File: config.mk
export PLATFORM = sky130hd
export DESIGN_NAME = bundle_framer
export DESIGN_NICKNAME = d
export VERILOG_FILES = /design/src/rtl/framer_pkg.sv /design/src/rtl/len_table.sv /design/src/rtl/len_resolver.sv /design/src/rtl/byte_window.sv /design/src/rtl/bundle_framer.sv
export SDC_FILE = /design/constraint.sdc
export NUM_CORES = 2
export LEC_CHECK = 0
export BUFFER_PORTS_ARGS = -buffer_cell sky130_fd_sc_hd__buf_2
export CORE_ASPECT_RATIO = 0.9
export CORE_MARGIN = 5
export CORE_UTILIZATION = 50
export DETAILED_ROUTE_END_ITERATION = 8
export PLACE_DENSITY = 0.62
export SKIP_CTS_REPAIR_TIMING = 1
export SYNTH_ARGS = -nofsm -noshare
export SYNTH_HDL_FRONTEND = slang
export SYNTH_HIERARCHICAL = 1
export SYNTH_SLANG_ARGS = --single-unit
File: constraint.sdc
create_clock -name clk_i -period 9.72 [get_ports clk_i]
set_input_delay 0.972 -clock clk_i [delete_from_list [all_inputs] [get_ports clk_i]]
set_output_delay 0.972 -clock clk_i [all_outputs]
set_load 0.02 [all_outputs]
File: src/rtl/framer_pkg.sv
package framer_pkg;
  localparam int BYTE_W  = 8;
  localparam int MAX_LEN = 16;
  localparam int LEN_W   = $clog2(MAX_LEN + 1);
  localparam int CLS_W   = 3;

  typedef enum logic [CLS_W-1:0] {
    CLS_ILL = 3'd0,
    CLS_2   = 3'd1,
    CLS_3   = 3'd2,
    CLS_8   = 3'd3,
    CLS_16  = 3'd4,
    CLS_ESC = 3'd5
  } len_cls_e;

  // advance steps: four real sizes plus one-byte resync
  typedef enum logic [2:0] {
    ADV_RESYNC,
    ADV_2,
    ADV_3,
    ADV_8,
    ADV_16
  } adv_e;

  function automatic len_cls_e ref_class(input logic [BYTE_W-1:0] b);
    if (b <= 8'h5F)      return CLS_2;
    else if (b <= 8'hDF) return CLS_3;
    else if (b <= 8'hE7) return CLS_8;
    else if (b == 8'hF8) return CLS_ESC;
    else if (b <= 8'hFD) return CLS_16;
    else                 return CLS_ILL;
  endfunction

  function automatic logic [LEN_W-1:0] adv_len(input adv_e a);
    case (a)
      ADV_2:   return LEN_W'(2);
      ADV_3:   return LEN_W'(3);
      ADV_8:   return LEN_W'(8);
      ADV_16:  return LEN_W'(16);
      default: return LEN_W'(1);
    endcase
  endfunction
endpackage

File: src/rtl/len_table.sv
module len_table
  import framer_pkg::*;
#(
  parameter int ADDR_W = BYTE_W
) (
  input  logic              clk_i,
  input  logic              rst_ni,
  input  logic              idle_i,
  input  logic              we_i,
  input  logic [ADDR_W-1:0] waddr_i,
  input  logic [CLS_W-1:0]  wcls_i,
  input  logic [ADDR_W-1:0] raddr_i,
  output len_cls_e          cls_o
);
  localparam int ENTRIES = 1 << ADDR_W;

  logic [CLS_W-1:0] mem_q [ENTRIES];
  logic [CLS_W-1:0] rd;

  always_ff @(posedge clk_i or negedge rst_ni) begin
    if (!rst_ni) begin
      for (int i = 0; i < ENTRIES; i++) mem_q[i] <= CLS_W'(ref_class(BYTE_W'(i)));
    end else if (we_i && idle_i) begin
      mem_q[waddr_i] <= wcls_i;
    end
  end

  assign rd    = mem_q[raddr_i];
  // unused codes fold to illegal
  assign cls_o = (rd > CLS_W'(CLS_ESC)) ? CLS_ILL : len_cls_e'(rd);
endmodule

File: src/rtl/len_resolver.sv
module len_resolver
  import framer_pkg::*;
#(
  parameter int CNT_W = 6
) (
  input  logic              scalar_i,
  input  len_cls_e          cls_i,
  input  logic [BYTE_W-1:0] b0_i,
  input  logic [BYTE_W-1:0] b3_i,
  input  logic [CNT_W-1:0]  avail_i,
  output logic [LEN_W-1:0]  len_o,
  output logic              illegal_o,
  output logic              ready_o
);
  adv_e adv;

  always_comb begin
    if (scalar_i) begin
      adv = (b0_i[3:0] >= 4'hE) ? ADV_3 : ADV_2;
    end else begin
      case (cls_i)
        CLS_2:   adv = ADV_2;
        CLS_3:   adv = ADV_3;
        CLS_8:   adv = ADV_8;
        CLS_16:  adv = ADV_16;
        CLS_ESC: adv = b3_i[7] ? ADV_16 : ADV_8;
        default: adv = ADV_RESYNC;
      endcase
    end
  end

  assign len_o     = adv_len(adv);
  assign illegal_o = (adv == ADV_RESYNC);
  // escape sizes are >= 8, so byte 3 is present whenever ready
  assign ready_o   = (avail_i >= CNT_W'(len_o));
endmodule

File: src/rtl/byte_window.sv
module byte_window
  import framer_pkg::*;
#(
  parameter int DEPTH = 32,
  parameter int CNT_W = $clog2(DEPTH + 1)
) (
  input  logic              clk_i,
  input  logic              rst_ni,
  input  logic              push_i,
  input  logic [BYTE_W-1:0] din_i,
  input  logic              pop_i,
  input  logic [LEN_W-1:0]  pop_len_i,
  output logic [CNT_W-1:0]  count_o,
  output logic              full_o,
  output logic [BYTE_W-1:0] b0_o,
  output logic [BYTE_W-1:0] b3_o
);
  localparam int IDX_W = $clog2(DEPTH);

  logic [BYTE_W-1:0] buf_q [DEPTH];
  logic [BYTE_W-1:0] buf_d [DEPTH];
  logic [CNT_W-1:0]  count_q, count_d, pop_amt, wr_ptr;

  assign pop_amt = pop_i ? CNT_W'(pop_len_i) : '0;
  assign wr_ptr  = count_q - pop_amt;

  always_comb begin
    for (int i = 0; i < DEPTH; i++) begin
      logic [CNT_W:0] src;
      src = (CNT_W+1)'(i) + {1'b0, pop_amt};
      buf_d[i] = (src < (CNT_W+1)'(DEPTH)) ? buf_q[src[IDX_W-1:0]] : '0;
    end
    if (push_i) buf_d[wr_ptr[IDX_W-1:0]] = din_i;
    count_d = wr_ptr + (push_i ? CNT_W'(1) : '0);
  end

  always_ff @(posedge clk_i or negedge rst_ni) begin
    if (!rst_ni) begin
      count_q <= '0;
      for (int i = 0; i < DEPTH; i++) buf_q[i] <= '0;
    end else begin
      count_q <= count_d;
      for (int i = 0; i < DEPTH; i++) buf_q[i] <= buf_d[i];
    end
  end

  assign count_o = count_q;
  assign full_o  = (count_q == CNT_W'(DEPTH));
  assign b0_o    = buf_q[0];
  assign b3_o    = buf_q[3];

  assert_no_overflow_R9: assert property (@(posedge clk_i) disable iff (!rst_ni)
    push_i |-> (count_q < CNT_W'(DEPTH)));
  assert_pop_whole_R4: assert property (@(posedge clk_i) disable iff (!rst_ni)
    pop_i |-> (CNT_W'(pop_len_i) <= count_q));
  assert_count_bound_R9: assert property (@(posedge clk_i) disable iff (!rst_ni)
    count_q <= CNT_W'(DEPTH));
endmodule

File: src/rtl/bundle_framer.sv
module bundle_framer
  import framer_pkg::*;
#(
  parameter int DEPTH  = 32,
  parameter int OFFS_W = 32
) (
  input  logic              clk_i,
  input  logic              rst_ni,
  input  logic              scalar_mode_i,
  input  logic              in_valid_i,
  output logic              in_ready_o,
  input  logic [7:0]        in_data_i,
  input  logic              tbl_we_i,
  input  logic [7:0]        tbl_addr_i,
  input  logic [2:0]        tbl_cls_i,
  output logic              frm_valid_o,
  input  logic              frm_ready_i,
  output logic [OFFS_W-1:0] frm_offset_o,
  output logic [4:0]        frm_len_o,
  output logic              frm_illegal_o
);
  localparam int CNT_W = $clog2(DEPTH + 1);

  logic [CNT_W-1:0]  count;
  logic              full, push, pop, ready;
  logic [BYTE_W-1:0] b0, b3;
  logic [LEN_W-1:0]  len;
  len_cls_e          cls;
  logic [OFFS_W-1:0] offset_q;

  assign in_ready_o = !full;
  assign push       = in_valid_i && !full;
  assign pop        = frm_valid_o && frm_ready_i;

  byte_window #(.DEPTH(DEPTH), .CNT_W(CNT_W)) u_window (
    .clk_i, .rst_ni,
    .push_i(push), .din_i(in_data_i),
    .pop_i(pop), .pop_len_i(len),
    .count_o(count), .full_o(full), .b0_o(b0), .b3_o(b3)
  );

  len_table #(.ADDR_W(BYTE_W)) u_table (
    .clk_i, .rst_ni,
    .idle_i(count == '0),
    .we_i(tbl_we_i), .waddr_i(tbl_addr_i), .wcls_i(tbl_cls_i),
    .raddr_i(b0), .cls_o(cls)
  );

  len_resolver #(.CNT_W(CNT_W)) u_resolve (
    .scalar_i(scalar_mode_i), .cls_i(cls),
    .b0_i(b0), .b3_i(b3), .avail_i(count),
    .len_o(len), .illegal_o(frm_illegal_o), .ready_o(ready)
  );

  always_ff @(posedge clk_i or negedge rst_ni) begin
    if (!rst_ni)  offset_q <= '0;
    else if (pop) offset_q <= offset_q + OFFS_W'(len);
  end

  assign frm_valid_o  = ready;
  assign frm_offset_o = offset_q;
  assign frm_len_o    = len;

  assert_legal_size_R10: assert property (@(posedge clk_i) disable iff (!rst_ni)
    (frm_valid_o && !frm_illegal_o) |->
      (frm_len_o == 5'd2 || frm_len_o == 5'd3 || frm_len_o == 5'd8 || frm_len_o == 5'd16));
  assert_resync_one_R5: assert property (@(posedge clk_i) disable iff (!rst_ni)
    (frm_valid_o && frm_illegal_o) |-> (frm_len_o == 5'd1));
  assert_hold_R4: assert property (@(posedge clk_i) disable iff (!rst_ni)
    (frm_valid_o && !frm_ready_i) |=>
      ((frm_valid_o && $stable(frm_len_o) && $stable(frm_offset_o) && $stable(frm_illegal_o))
       || (scalar_mode_i != $past(scalar_mode_i))));
  assert_offset_step_R6: assert property (@(posedge clk_i) disable iff (!rst_ni)
    (frm_valid_o && frm_ready_i) |=>
      (frm_offset_o == $past(frm_offset_o) + OFFS_W'($past(frm_len_o))));
  assert_scalar_legal_R7: assert property (@(posedge clk_i) disable iff (!rst_ni)
    (frm_valid_o && scalar_mode_i) |-> !frm_illegal_o);
endmodule

==> metrics.txt <==
status=complete, but fails checks; WL/cell=around 33 um; Std-Cell Rows=approximately 120; total power=roughly 19 mW; clock share of power=about a quarter; violated checks=max-slew violations; WS Path Type=register to register; maximum capacitance violations=0; Synth Cell Area=around 64000 um^2; CTS Sinks=1062; dpl hpwl=between 150000 and 200000 um; Final Slew Violations=68; Placed Area=around 67000 um^2; gr ovfl total=0; vias in the first global route=46740; Final period util=around 98%; remaining antenna violation count=0; vias=slightly below 50000; Setup-failing EPs final=0; slew margin rel.=-96.06%; Routability Congestion=~1.0; final number of hold-violating endpoints=0; die area=135800 um^2; Max Freq=approximately 0.11 GHz; CTS buffer count=approximately 110; final std cells w/o fill=between 7000 and 8000; LEAKAGE=32.72 nW; CP dominant cell by count=nand2_1; CTS HTree Levels=3; Worst EP required=~10 ns; Max IR drop VDD=189.5 uV; Starting Density=between 50 and 60%; Sw Share=42.06%; synthesis warning total=6; crit end category=register; Die Wd=between 300 and 400 um; Overall Global Routing Usage=between 30% and 40%; hold_ws=between 0.1 and 0.15 ns; Cells after DPL=slightly below 7000; fill count=about 11000; drt pass-1 iters=9; drt total wl=roughly 230000 um; Crit Path Max Fanout=13; core area=~130000 um^2; power density over the cells=259.8 nW/um^2; initial antenna violation count=11; area added between synthesis and finish=10.97%; final clock skew=roughly 0.064 ns; Net count, final=between 5000 and 6000; I/O pin count=65; TritonCTS clock tree=done; Synth Net Count=roughly 5300; Psw=between 7 and 8 mW; design area=slightly above 70000 um^2; layout cells sized above 1=a little under two fifths; internal power=~11 mW; Gate Count Post-Synth=5214; synthesized area per cell=around 12 um^2; Max clock buf depth=3; critical path's slowest cell=nor2_1; Hold WC Path Type=input port to async pin; Die Y=350.1 um; largest net degree at the start of global routing=around 170; Reg clk slew, reported paths=0.06 ns; data arrival time of the worst path=~10 ns; Iteration-0 DRC Markers=around 5700; Worst-Margin Slew=about 2.9 ns; final critical-path required period=9.495 ns; worst skew pair latency=a little under 0.8 ns; Port Buffer Count=63; CTS root buffer=clkbuf_16; Critical Path Max Stage Delay=1.12 ns; global-route wire length before repair=around 340000 um; Vias/cell=around 6.8; startpoint type of the worst setup path=register; # DRC=0; Gate power share=47.2%; register share of total power=roughly 28%
-- sequential cells by signal (all words and copies together), names as in the netlist --
name / count
frm_offset_o: 32
u_table/mem_q: 768
u_window/b0_o: 8
u_window/b3_o: 8
u_window/buf_q: 240
u_window/count_o: 6
-- layout by cell type, fill, tap and decap left out, drive strengths merged, types with 13 or more instances in the layout --
master,count
nand2,642
a22oi,184
nor3,52
xnor2,49
mux2i,779
nand4,26
mux4,371
o22ai,30
ha,33
nor2b,21
o211ai,27
inv,32
nor2,241
o221ai,21
clkinv,31
dfstp,263
mux2,781
buf,314
nor4,26
xor2,15
nand3,75
dfrtp,799
o21ai,69
and3,22
a211oi,18
a21oi,48
a2111oi,23
a211o,16
clkbuf,168
nand2b,19
and2,13
-- layout make-up --
class,count,area [um^2],share of cell area [%]
antenna,9,22.52,0.03158
multi-input combinational,3743,35690,50.04
tap,1701,2128,2.984
timing repair buffer,314,2529,3.545
clock inverter,47,600.6,0.8420
clock buffer,168,3306,4.635
sequential,1062,26920,37.74
inverter,32,130.1,0.1824
-- power by group through the flow --
stage	clock network, mW	registers [mW]	logic [mW]
global route	4.80	5.27	9.04
global placement	0	5.30	8.25
finish	4.55	5.23	8.74
CTS	4.62	5.23	8.33
floorplan	0	5.11	5.59
detailed placement	0	5.30	8.29
-- through the flow --
stage / worst slack [ns] / util (%) / setup TNS, ns
after CTS: 0.003840 / 55.91 / 0
after detailed placement: 0.05022 / 52.84 / 0
after global routing: -0.01280 / 55.98 / -0.01862
after floorplan: 0.7534 / - / 0
after global placement: 0.1034 / 52.84 / 0
final: 0.2251 / 56.00 / 0
-- routing by layer --
layer	vias to the layer above	GRT usage (%)	routed length, um
met5	-	1.647	282
met4	12	9.152	7520
met3	477	13.46	30360
met2	2766	45.61	93370
met1	25160	50.05	101900
li1	19750	-	-
-- worst paths after layout --
| path | startpoint | depth (start not counted) | slack, ns | to |
|---|---|---|---|---|
| worst max-delay path | u_window/b0_o[4]$_DFF_PN0_ | 34 | 0.23 | u_window/b3_o[1]$_DFF_PN0_ |
| worst min-delay path | rst_ni | 1 | 0.14 | u_table/mem_q[764]$_DFFE_PN0P_ |
| max in group asynchronous | rst_ni | 3 | 7.28 | u_window/b0_o[2]$_DFF_PN0_ |
| min in group clk_i | frm_offset_o[31]$_DFFE_PN0P_ | 1 | 0.47 | frm_offset_o[31]$_DFFE_PN0P_ |
| worst max register to register | u_window/b0_o[4]$_DFF_PN0_ | 34 | 0.23 | u_window/b3_o[1]$_DFF_PN0_ |
| worst min register to register | frm_offset_o[31]$_DFFE_PN0P_ | 1 | 0.47 | frm_offset_o[31]$_DFFE_PN0P_ |
-- worst max-delay path, delay by kind of cell, from the launching register on --
kind / cells / cell delay (ns)
and+or+nand+nor: 14 / 4.36
buffers and inverters: 8 / 1.44
AOI/OAI and AO/OA: 8 / 1.97
adders and majority gates: 4 / 1.29
DFF: 1 / 0.32
(Power assumes the default switching activity.)
